[config.mk]
export PLATFORM = sky130hd
export DESIGN_NAME = nand_tcalc
export DESIGN_NICKNAME = d
export VERILOG_FILES = /design/src/rtl/nand_tcalc_pkg.sv /design/src/rtl/nand_tcalc_div.sv /design/src/rtl/nand_tcalc_fit.sv /design/src/rtl/nand_tcalc.sv
export SDC_FILE = /design/constraint.sdc
export NUM_CORES = 1
export LEC_CHECK = 0
export ABC_AREA = 1
export BUFFER_PORTS_ARGS = -buffer_cell sky130_fd_sc_hd__buf_4
export CAP_MARGIN = 20
export CORE_ASPECT_RATIO = 0.7
export CORE_MARGIN = 5
export CORE_UTILIZATION = 57
export DETAILED_ROUTE_END_ITERATION = 10
export PLACE_DENSITY = 0.79
export SLEW_MARGIN = 20
export SYNTH_ARGS = -nofsm -noshare
export SYNTH_HDL_FRONTEND = slang
export SYNTH_SLANG_ARGS = --single-unit
[constraint.sdc]
create_clock -name clk -period 6.1 [get_ports clk]
set_input_delay 0.915 -clock clk [delete_from_list [all_inputs] [get_ports clk]]
set_output_delay 0.915 -clock clk [all_outputs]
set_load 0.02 [all_outputs]
[src/rtl/nand_tcalc_pkg.sv]
package nand_tcalc_pkg;
  localparam int NF    = 3;
  localparam int SCALE = 1_000_000;
  typedef enum logic [2:0] {ST_IDLE, ST_LOAD, ST_DIV, ST_POST, ST_FIN} tc_state_e;
endpackage

[src/rtl/nand_tcalc_div.sv]
module nand_tcalc_div #(
  parameter int NUM_W = 36,
  parameter int DEN_W = 20
) (
  input  logic             clk,
  input  logic             rst,
  input  logic             ld,
  input  logic [NUM_W-1:0] num,
  input  logic [DEN_W-1:0] den,
  output logic             last,
  output logic [NUM_W-1:0] quo
);
  localparam int CW = $clog2(NUM_W);

  logic [DEN_W-1:0] rem;
  logic [NUM_W-1:0] q;
  logic [DEN_W-1:0] d;
  logic [CW-1:0]    cnt;
  logic             run;
  logic [DEN_W:0]   trial;
  logic [DEN_W-1:0] sub;
  logic             ge;

  assign trial = {rem, q[NUM_W-1]};
  assign ge    = trial >= {1'b0, d};
  assign sub   = DEN_W'(trial - {1'b0, d});
  assign last  = run && (cnt == '0);
  assign quo   = q;

  always_ff @(posedge clk) begin
    if (rst) begin
      rem <= '0;
      q   <= '0;
      d   <= '0;
      cnt <= '0;
      run <= 1'b0;
    end else if (ld) begin
      rem <= '0;
      q   <= num;
      d   <= den;
      cnt <= CW'(NUM_W - 1);
      run <= 1'b1;
    end else if (run) begin
      rem <= ge ? sub : trial[DEN_W-1:0];
      q   <= {q[NUM_W-2:0], ge};
      if (cnt == '0) run <= 1'b0;
      else           cnt <= cnt - 1'b1;
    end
  end
endmodule

[src/rtl/nand_tcalc_fit.sv]
module nand_tcalc_fit #(
  parameter int NUM_W = 36,
  parameter int CNT_W = 4
) (
  input  logic [NUM_W-1:0] q,
  input  logic [CNT_W-1:0] lim,
  output logic [CNT_W-1:0] cnt,
  output logic             over
);
  logic [NUM_W:0] inc;

  always_comb begin
    inc = {1'b0, q} + 1'b1;
    if (inc == '0) inc = (NUM_W+1)'(1);
    over = inc > (NUM_W+1)'(lim);
    cnt  = inc[CNT_W-1:0];
  end
endmodule

[src/rtl/nand_tcalc.sv]
module nand_tcalc
  import nand_tcalc_pkg::*;
#(
  parameter int NS_W     = 16,
  parameter int KHZ_W    = 20,
  parameter int CNT_W    = 4,
  parameter int BK_W     = 24,
  parameter int LIM_BASE = 4,
  parameter int LIM_EXT  = 8,
  parameter int LIM_STRB = 8
) (
  input  logic                     clk,
  input  logic                     rst,
  input  logic                     in_valid,
  output logic                     in_ready,
  input  logic [NS_W-1:0]          ns_setup,
  input  logic [NS_W-1:0]          ns_act,
  input  logic [NS_W-1:0]          ns_hold,
  input  logic [KHZ_W-1:0]         clk_khz,
  input  logic                     ext_variant,
  input  logic                     use_dflt,
  output logic                     out_valid,
  output logic                     err,
  output logic [CNT_W-1:0]         cyc_setup,
  output logic [CNT_W-1:0]         cyc_act,
  output logic [CNT_W-1:0]         cyc_hold,
  output logic [3*(CNT_W-1)-1:0]   cfg_word,
  output logic [BK_W-1:0]          bk_setup,
  output logic [BK_W-1:0]          bk_act,
  output logic [BK_W-1:0]          bk_hold
);
  localparam int NUM_W = NS_W + KHZ_W;
  localparam int DEN_W = KHZ_W;
  localparam int FLD_W = CNT_W - 1;

  tc_state_e        st;
  logic [1:0]       fld;
  logic             bmode, dmode, ext_l;
  logic [NS_W-1:0]  ns_l  [0:NF-1];
  logic [KHZ_W-1:0] khz_l;
  logic [CNT_W-1:0] w_cnt [0:NF-1];
  logic [BK_W-1:0]  w_bk  [0:NF-1];
  logic [CNT_W-1:0] r_cnt [0:NF-1];
  logic [BK_W-1:0]  r_bk  [0:NF-1];
  logic             r_err;

  logic [NUM_W-1:0] num, quo;
  logic [DEN_W-1:0] den;
  logic             div_last;
  logic [CNT_W-1:0] lim_cur, fit_cnt;
  logic             fit_over;
  logic [BK_W-1:0]  bk_new;

  assign num = bmode ? NUM_W'(w_cnt[fld]) * NUM_W'(SCALE)
                     : NUM_W'(ns_l[fld]) * NUM_W'(khz_l);
  assign den = bmode ? khz_l : DEN_W'(SCALE);
  assign lim_cur = (fld == 2'd0) ? (ext_l ? CNT_W'(LIM_EXT) : CNT_W'(LIM_BASE))
                                 : CNT_W'(LIM_STRB);
  assign bk_new = (|quo[NUM_W-1:BK_W]) ? '1 : quo[BK_W-1:0];

  nand_tcalc_div #(.NUM_W(NUM_W), .DEN_W(DEN_W)) u_div (
    .clk(clk), .rst(rst), .ld(st == ST_LOAD), .num(num), .den(den),
    .last(div_last), .quo(quo)
  );

  nand_tcalc_fit #(.NUM_W(NUM_W), .CNT_W(CNT_W)) u_fit (
    .q(quo), .lim(lim_cur), .cnt(fit_cnt), .over(fit_over)
  );

  always_ff @(posedge clk) begin
    if (rst) begin
      st    <= ST_IDLE;
      fld   <= '0;
      bmode <= 1'b0;
      dmode <= 1'b0;
      ext_l <= 1'b0;
      khz_l <= '0;
      r_err <= 1'b0;
      for (int i = 0; i < NF; i++) begin
        ns_l[i]  <= '0;
        w_cnt[i] <= '0;
        w_bk[i]  <= '0;
        r_cnt[i] <= '0;
        r_bk[i]  <= '0;
      end
    end else begin
      case (st)
        ST_IDLE: if (in_valid) begin
          ns_l[0] <= ns_setup;
          ns_l[1] <= ns_act;
          ns_l[2] <= ns_hold;
          khz_l   <= clk_khz;
          ext_l   <= ext_variant;
          fld     <= '0;
          dmode   <= use_dflt;
          bmode   <= use_dflt;
          if (use_dflt) begin
            w_cnt[0] <= ext_variant ? CNT_W'(LIM_EXT) : CNT_W'(LIM_BASE);
            w_cnt[1] <= CNT_W'(LIM_STRB);
            w_cnt[2] <= CNT_W'(LIM_STRB);
          end
          st <= ST_LOAD;
        end
        ST_LOAD: st <= ST_DIV;
        ST_DIV:  if (div_last) st <= ST_POST;
        ST_POST: begin
          if (!bmode) begin
            if (fit_over) begin
              r_err <= 1'b1;
              for (int i = 0; i < NF; i++) begin
                r_cnt[i] <= '0;
                r_bk[i]  <= '0;
              end
              st <= ST_FIN;
            end else begin
              w_cnt[fld] <= fit_cnt;
              bmode      <= 1'b1;
              st         <= ST_LOAD;
            end
          end else begin
            w_bk[fld] <= bk_new;
            if (fld == 2'(NF - 1)) begin
              r_err <= 1'b0;
              for (int i = 0; i < NF; i++) r_cnt[i] <= w_cnt[i];
              for (int i = 0; i < NF - 1; i++) r_bk[i] <= w_bk[i];
              r_bk[NF-1] <= bk_new;
              st <= ST_FIN;
            end else begin
              fld   <= fld + 1'b1;
              bmode <= dmode;
              st    <= ST_LOAD;
            end
          end
        end
        default: st <= ST_IDLE;
      endcase
    end
  end

  assign in_ready  = (st == ST_IDLE);
  assign out_valid = (st == ST_FIN);
  assign err       = r_err;
  assign cyc_setup = r_cnt[0];
  assign cyc_act   = r_cnt[1];
  assign cyc_hold  = r_cnt[2];
  assign bk_setup  = r_bk[0];
  assign bk_act    = r_bk[1];
  assign bk_hold   = r_bk[2];

  for (genvar gi = 0; gi < NF; gi++) begin : g_pack
    assign cfg_word[gi*FLD_W +: FLD_W] =
      (r_cnt[gi] == '0) ? '0 : FLD_W'(r_cnt[gi] - 1'b1);
  end
endmodule

After elaboration in Yosys (flattened, before gate mapping). Memory sizes are Yosys's and may differ from the RTL's. A register that Yosys moved wholly into a read port is not among the register bits. Cells that the tools add are included.

Flip-flop bits (word level): 112. Memory bits (writable): 216. Input bits: 73. Output and inout port bits: 96. Logic and storage cells: 175. Memories: 5.

Add/subtract/negate cells: 7. Multipliers: 2. $lt $le $gt $ge: 2. Equality and inequality tests: 11. Muxes and demuxes: 94. Bitwise logic cells: 19. Reduce and logical (&&, ||, !) cells: 22.

Memory list: r_bk (depth 3, bits a word 24, read ports 3, clocked after memory_dff 0, write ports 3, RTL line nand_tcalc.sv:44) `logic [BK_W-1:0] r_bk [0:NF-1];`; w_bk (depth 3, bits a word 24, read ports 2, clocked after memory_dff 0, write ports 3, RTL line nand_tcalc.sv:42) `logic [BK_W-1:0] w_bk [0:NF-1];`; ns_l (depth 3, bits a word 16, read ports 1, clocked after memory_dff 1, write ports 3, RTL line nand_tcalc.sv:39) `logic [NS_W-1:0] ns_l [0:NF-1];`; r_cnt (depth 3, bits a word 4, read ports 3, clocked after memory_dff 0, write ports 3, RTL line nand_tcalc.sv:43) `logic [CNT_W-1:0] r_cnt [0:NF-1];`; w_cnt (depth 3, bits a word 4, read ports 4, clocked after memory_dff 1, write ports 3, RTL line nand_tcalc.sv:41) `logic [CNT_W-1:0] w_cnt [0:NF-1];`.

Operators with widths (count): $mux W24 (8); $mux W36 (3); $mux W4 (13); $mux W16 (3); $mux W1 (41); $mux W20 (2); $add A36 B1 Y37 const B (1); $gt A37 B4 Y1 (1); $logic_not A37 Y1 (1); $mux W37 (1); $mul A16 B20 Y36 (1); $mux W3 (8); $reduce_or A24 Y1 (1); $ge A21 B20 Y1 (1); $sub A20 B20 Y20 (1); $mul A4 B14 Y18 const B (1); $mux W2 (9); $mux W6 (3); $or A1 B1 Y1 (18); $logic_not A4 Y1 (3); $pmux W3 S4 (1); $reduce_or A12 Y1 (1); $reduce_and A2 Y1 (5); $sub A3 B1 Y3 const B (3); 20 further kinds (27).

Logic depth before layout (Yosys ltp). Gate-level depths: netlist of run 1.

Depth after elaboration: 11. Depth in mapped cells: 34. Mapped depth without buffers: 33.

Modules after synthesis. From an unflattened synthesis of run 1, not the netlist that was laid out.

Cell total of the unflattened synthesis: 3739. Area total of the unflattened synthesis: 28100.7 um^2.

By module, submodules not included: nand_tcalc (instances 1, cells each 2574, area each 21304.2 um^2, sequential area each 6506.2 um^2); nand_tcalc_div (instances 1, cells each 784, area each 5099.9 um^2, sequential area each 1661.6 um^2); nand_tcalc_fit (instances 1, cells each 381, area each 1696.6 um^2, sequential area each 0.0 um^2).

Worst setup path before layout of run 1. Ideal clock, no wire load.

Path type: flip-flop to flip-flop. Start point: register with a tool-made name. End point: register u_div.q[35] (netlist: u_div.quo[35]). Setup time: 119 ps. Arrival time: 6532 ps. Data required time: 5981 ps. Slack: -552 ps. Cell stages (with the launch flop): 31. Path buffers: 3. Period minus slack after synthesis: 6652 ps. Cells stage by stage: dfxtp_1 clkbuf_1 clkbuf_1 nand2_1 nand3_1 o21ai_1 inv_1 clkbuf_1 nand2_1 fa_1 inv_1 fa_1 fa_1 fa_1 fa_1 inv_1 fa_1 inv_1 ha_1 a21oi_1 o21ai_0 inv_1 nor2_1 nor2_1 nand3_1 a21o_1 nand3_1 nand3_1 or2_2 nand3_1 a21oi_1.

RTL lines: to (signal assigned) (RTL line nand_tcalc_div.sv:39) `q <= num;`; to (signal assigned) (RTL line nand_tcalc_div.sv:45) `q <= {q[NUM_W-2:0], ge};`; to (decl) (RTL line nand_tcalc_div.sv:16) `logic [NUM_W-1:0] q;`.

==> impl_metrics.json, run 1 <==
{
  "die_h_um": 189,
  "cp_slowest_cell": "fa_2",
  "synth_top_area_cell": "edfxtp_1",
  "yosysWarnings": 0,
  "grt_pass1_vias": 22661,
  "overflow": 0,
  "dieWidth_um": 265,
  "mostFrequentLayoutCells": "inv_1, nand2_1, nor2_1",
  "area_growth_pct": 23.4,
  "clock_sinks": 310,
  "pre_cts_ws_ns": -0.375,
  "syn-num-nets": 3741,
  "skew_ns": 0.0256,
  "critPathMaxStageDelay_ns": 0.59,
  "wire_per_inst_um": 19.0,
  "synth_top_family_by_area": "adder cells",
  "num_rows": 65,
  "cts.htree.levels": 1,
  "ys_types": 50,
  "initial_utilization": 0.577,
  "syn_inst": 3258,
  "yosys.area_share.adder": 0.271,
  "postPlaceCellArea_um2": 29300,
  "hpwl_mm": 58.9,
  "postCtsHoldBufs": 0,
  "fmax_mhz": 158,
  "grt_max_degree": 74,
  "clock_latency_ns": 0.63,
  "coreArea_um2": 45100,
  "synthMuxAreaShare": 0,
  "cts_tree": "built",
  "synth_compound_area_frac": 0.0887,
  "setup_slack_ns": -0.238,
  "outcome": "complete, but fails checks",
  "final_area_um2": 32100,
  "hold_viol": 0,
  "layout-drive-gt1-share": 0.211,
  "maxCapViolCount": 0,
  "io-pin-count": 169,
  "synthFlopType": "edfxtp_1",
  "synth_area_per_cell_um2": 7.99,
  "critPathLaunchType": "flip-flop",
  "grt.total_usage": 0.304,
  "post-route-util": 0.712,
  "critPathMaxFanout": 7,
  "via_per_inst": 5.58,
  "leakagePower_uw": 0.0156,
  "wl_mm": 80.4,
  "tightestPinTransition_ns": 0.928,
  "dieArea_um2": 50100,
  "timing.final.crit_share": 1.04,
  "yosys.area_share.xor_xnor": 0.00874,
  "async_flop_share": 0,
  "synth_top_area_frac": 0.226,
  "crit_arrival_ns": 6.84,
  "synth.area.top_cells": "edfxtp_1, fa_1, inv_1",
  "synthesis.area_um2": 26000,
  "end_kind": "flip-flop",
  "firstDrtPassIters": 7,
  "slew_headroom": 0.381,
  "vias": 23589,
  "min_period_ns": 6.34,
  "antenna_found_initial": 3,
  "final_max_slew_viol_count": 0,
  "fill_cells": 3338,
  "mostFrequentLayoutCell": "inv_1",
  "holdWs_ns": 0.466,
  "ys_ff_latch": 310,
  "yosysSeqAreaShare": 0.314,
  "cts_made_buffers": 31,
  "finalSetupViolations": 9,
  "synth-edff-count": 196,
  "vdd_drop_max_v": 0.000644,
  "drc_errors": 0,
  "ant_nets": 0,
  "grt_pass1_wl_mm": 122,
  "rsz0062_at_grt": "yes",
  "cp.required_ns": 6.60,
  "violations": "negative setup slack",
  "gp_congestion": 0.976,
  "critPathKind": "flip-flop to flip-flop",
  "yosys.area_share.simple": 0.201,
  "clkSlewWorstSetupHoldPaths_ns": 0.07,
  "hold_class": "flip-flop to flip-flop",
  "clock_path_buffers": 3,
  "drtIter0Drc": 2810,
  "io_buffers": 168,
  "fin_nets": 4081,
  "p_per_area_nw_per_um2": 353,
  "cp_common_cell": "fa_1",
  "cts_root_buf": "clkbuf_16"
}
[power breakdown]
group          switching [uW]  leakage [uW]  internal, uW  total, uW
Sequential                240       0.00298          2500       2740
Combinational            4130        0.0122          2560       6680
Clock                     893      0.000479          1040       1930
Total                    5260        0.0156          6100      11400
[path summary, 6_finish.rpt]
kind | slack [ns] | depth (start not counted) | endpoint | startpoint
worst max-delay path | -0.24 | 29 | u_div.quo[35]$_SDFFE_PP0P_ | flip-flop
worst min-delay path | 0.47 | 1 | st[0]$_SDFFE_PP0P_ | st[0]$_SDFFE_PP0P_
worst max register to register | -0.24 | 29 | u_div.quo[35]$_SDFFE_PP0P_ | flip-flop
worst min register to register | 0.47 | 1 | st[0]$_SDFFE_PP0P_ | st[0]$_SDFFE_PP0P_
[stage by stage]
stage | instances | TNS [ns] | power [uW]
CTS | 4188 | -0.433 | 10600
floorplan | 3258 | -0.0299 | 6650
finish | 4227 | -1.03 | 11400
global placement | 4108 | -2.72 | 8350
global route | 4226 | -4.32 | 12200
detailed placement | 4109 | -5.39 | 8450
[flip-flops by register name, summed over array words and instances (netlist names), named ones only]
register / count
dmode: 1
u_div.run: 1
r_bk: 72
ext_l: 1
u_div.quo: 36
fld: 2
u_div.d: 20
khz_l: 20
w_cnt: 16
ns_l: 48
st: 3
u_div.rem: 20
w_bk: 48
u_div.cnt: 6
err: 1
r_cnt: 12
bmode: 1
[cells in the mapped netlist (21+ instances only)]
library cell,count
nand3_1,109
fa_1,256
clkbuf_1,99
o22ai_1,21
dfxtp_1,114
a21oi_1,146
edfxtp_1,196
nand2_1,671
ha_1,154
nor2_1,405
inv_1,688
o21ai_0,184
[per-layer routing]
layer | part of all wire | global-route usage
met5 | 0.00014 | 0
met4 | 0.033 | 0.0764
met1 | 0.40 | 0.451
met3 | 0.14 | 0.0882
met2 | 0.42 | 0.441
[critical path: cells and delay by family, from the launching register on]
family | cells | cell delay [ns]
simple gates | 10 | 1.08
compound gates | 5 | 0.75
fa+ha+maj | 7 | 3.51
buf+inv | 7 | 0.51
flops | 1 | 0.39
[cells by family (layout without fill, tap and decap cells)]
group	count (synthesis)	after routing
AND/OR/NAND/NOR	1277	1277
buffers and inverters	812	1176
AO/OA/AOI/OAI	423	424
adder cells (fa/ha/maj)	410	410
flip-flops	310	310
XOR/XNOR	26	26
other	0	1
[area by class of cell]
cell class | instances | area (um^2) | area share
Inverter | 704 | 2680 | 0.0835
Tap cell | 603 | 754 | 0.0235
Clock inverter | 20 | 181 | 0.00564
Sequential cell | 310 | 8170 | 0.254
Clock buffer | 38 | 812 | 0.0253
Multi-Input combinational cell | 2137 | 16100 | 0.499
Timing Repair inverter | 1 | 6.26 | 0.000195
Antenna cell | 1 | 2.50 | 0.0000779
Timing Repair Buffer | 413 | 3480 | 0.108
[repair_timing]
action                     in CTS  in global routing
setup buffers                  18                 36
cloned                          3                  6
pin swaps                      43                139
setup endpoints to repair      24                 26
gates resized for setup        97                281
Note: power is estimated with default switching activity, not from simulation.
==> run 2, diff against run 1 <==
--- a/config.mk
+++ b/config.mk
@@ -12,8 +12,9 @@
 export CORE_MARGIN = 5
 export CORE_UTILIZATION = 57
 export DETAILED_ROUTE_END_ITERATION = 10
-export PLACE_DENSITY = 0.79
+export PLACE_DENSITY = 0.78
 export SLEW_MARGIN = 20
 export SYNTH_ARGS = -nofsm -noshare
 export SYNTH_HDL_FRONTEND = slang
+export SYNTH_HIERARCHICAL = 1
 export SYNTH_SLANG_ARGS = --single-unit
==> impl_metrics.json, run 2 <==
{
  "outcome": "complete, but fails checks",
  "violations": "negative setup slack",
  "cp_common_cell": "inv_1",
  "leakagePower_uw": 0.0175,
  "grt_max_degree": 85,
  "yosysWarnings": 6,
  "firstDrtPassIters": 9,
  "cts.htree.levels": 2,
  "grt_pass1_vias": 24927,
  "synthFlopType": "edfxtp_1",
  "wire_per_inst_um": 19.0,
  "initial_utilization": 0.573,
  "critPathKind": "flip-flop to flip-flop",
  "timing.final.crit_share": 1.04,
  "synth_commonest_cells": "nand2_1, inv_1, nor2_1, fa_1, edfxtp_1",
  "layout-drive-gt1-share": 0.208,
  "fin_setup_tns_ns": -1.97,
  "synth_most_common_cell": "nand2_1",
  "ys_types": 51,
  "synth_top_area_frac": 0.209,
  "clock_sinks": 310,
  "synth_area_per_cell_um2": 7.52,
  "pre_cts_ws_ns": -0.551,
  "critPathMaxStageDelay_ns": 0.56,
  "cts_made_buffers": 34,
  "dieArea_um2": 53900,
  "fin_cells": 4797,
  "cp.required_ns": 6.54,
  "fmax_mhz": 158,
  "syn_inst": 3739,
  "drtIter0Drc": 3254,
  "clock_latency_ns": 0.55,
  "antenna_found_initial": 1,
  "synthesis.area_um2": 28100,
  "critPathMaxFanout": 8,
  "holdWs_ns": 0.476,
  "synth_top_area_cell": "edfxtp_1",
  "clkSlewWorstSetupHoldPaths_ns": 0.06,
  "skew_ns": 0.0233,
  "vdd_drop_max_v": 0.000320,
  "grt_pass1_wl_mm": 139,
  "die_h_um": 196,
  "mostFrequentLayoutCell": "nand2_1",
  "p_per_area_nw_per_um2": 353,
  "post-route-util": 0.703,
  "synthMuxAreaShare": 0,
  "hpwl_mm": 67.4,
  "yosysSeqAreaShare": 0.291,
  "mostFrequentLayoutCells": "nand2_1, inv_1, nor2_1",
  "io-pin-count": 169,
  "final_max_slew_viol_count": 0,
  "min_period_ns": 6.32,
  "grt.total_usage": 0.331,
  "area_growth_pct": 22.7,
  "synth.area.top_cells": "edfxtp_1, fa_1, nand2_1",
  "synth_compound_area_frac": 0.0581,
  "crit_arrival_ns": 6.76,
  "yosys.area_share.xor_xnor": 0.00686,
  "gp_congestion": 1.06,
  "num_rows": 68,
  "top_regs": "r_bk x72, ns_l x48, w_bk x48",
  "critPathLaunchType": "flip-flop",
  "io_buffers": 168,
  "async_flop_share": 0,
  "finalSetupViolations": 20,
  "cts_tree": "built",
  "dieWidth_um": 275,
  "postCtsHoldBufs": 0,
  "synth-edff-count": 196,
  "ant_nets": 0,
  "via_per_inst": 5.41,
  "largest_register_ffs": 72,
  "yosys.area_share.simple": 0.255,
  "end_kind": "flip-flop",
  "vias": 25953,
  "setup_slack_ns": -0.224,
  "hold_viol": 0,
  "wl_mm": 91.2,
  "fin_nets": 4589,
  "synth_top_family_by_area": "simple AND/OR/NAND/NOR gates",
  "overflow": 0,
  "yosys.area_share.adder": 0.252,
  "rsz0062_at_grt": "yes",
  "top_register": "r_bk",
  "ys_ff_latch": 310,
  "maxCapViolCount": 0,
  "hold_class": "flip-flop to flip-flop",
  "cts_root_buf": "clkbuf_16",
  "drc_errors": 0,
  "cp_slowest_cell": "fa_2",
  "slew_headroom": 0.325,
  "dp.cells": 4673,
  "tightestPinTransition_ns": 1.01,
  "coreArea_um2": 49000,
  "clock_path_buffers": 3
}
==> run 2: cell types whose count changed in the layout (fill, tap and decap cells not counted), sizes merged, moves of 21 or more <==
cell,previous run,this run
nor2,417,472
buf,411,432
nand2,681,1019
nand3b,9,40
nand3,110,133
a21oi,146,113
o21ai,194,132
inv,698,867
==> run 2: critical path: cells and delay by family, from the launching register on <==
family	cells	cell delay (ns)
AOI/OAI and AO/OA	2	0.21
buffers and inverters	11	1.09
and+or+nand+nor	13	1.14
DFF	1	0.38
adders and majority gates	7	3.40
==> run 2: stage by stage <==
stage               total power [uW]  instance area [um^2]
finish                         12200                 34500
global route                   12900                 34500
CTS                            11600                 33800
detailed placement              8850                 31400
global placement                8760                 31400
floorplan                       6720                 28100
==> run 2: cell type report <==
type | instances | area, um^2
Clock inverter | 17 | 154
Multi-Input combinational cell | 2450 | 17400
Tap cell | 665 | 832
Timing Repair inverter | 2 | 15.0
Timing Repair Buffer | 434 | 3640
Fill cell | 3832 | 14500
Inverter | 872 | 3320
Antenna cell | 2 | 5.00
Clock buffer | 45 | 913
Sequential cell | 310 | 8180
==> run 2: cells by family (layout without fill, tap and decap cells) <==
kind of cell / after synthesis / after routing
DFF: 310 / 310
and+or+nand+nor: 1727 / 1727
buffers and inverters: 981 / 1370
AOI/OAI and AO/OA: 286 / 287
adders and majority gates: 412 / 412
other: 1 / 4
xor gates and xnor gates: 22 / 22
==> run 2: report_power, final <==
part	total (uW)	leakage [uW]	switching (uW)	internal, uW
logic	7400	0.0140	4610	2790
clock network	2030	0.000519	908	1120
registers	2740	0.00297	240	2500
total	12200	0.0175	5750	6410
==> run 2: final timing paths <==
| path | end | slack, ns | depth (start not counted) | from |
|---|---|---|---|---|
| setup / recovery | u_div/quo[28]$_SDFFE_PP0P_ | -0.22 | 33 | flip-flop |
| hold / removal | u_div/d[10]$_SDFFE_PP0P_ | 0.48 | 2 | u_div/d[10]$_SDFFE_PP0P_ |
| setup reg to reg | u_div/quo[28]$_SDFFE_PP0P_ | -0.22 | 33 | flip-flop |
| hold reg to reg | u_div/d[10]$_SDFFE_PP0P_ | 0.48 | 2 | u_div/d[10]$_SDFFE_PP0P_ |
==> run 2: what timing repair did <==
item	CTS	global route
setup endpoints to repair	25	28
pin swaps	135	85
setup buffers	36	22
resized for setup	234	180
cloned	8	2
==> run 2: layer usage <==
layer,global-route usage,share of wire
met5,0,0.000099
met4,0.102,0.035
met3,0.104,0.13
met2,0.466,0.41
met1,0.490,0.42
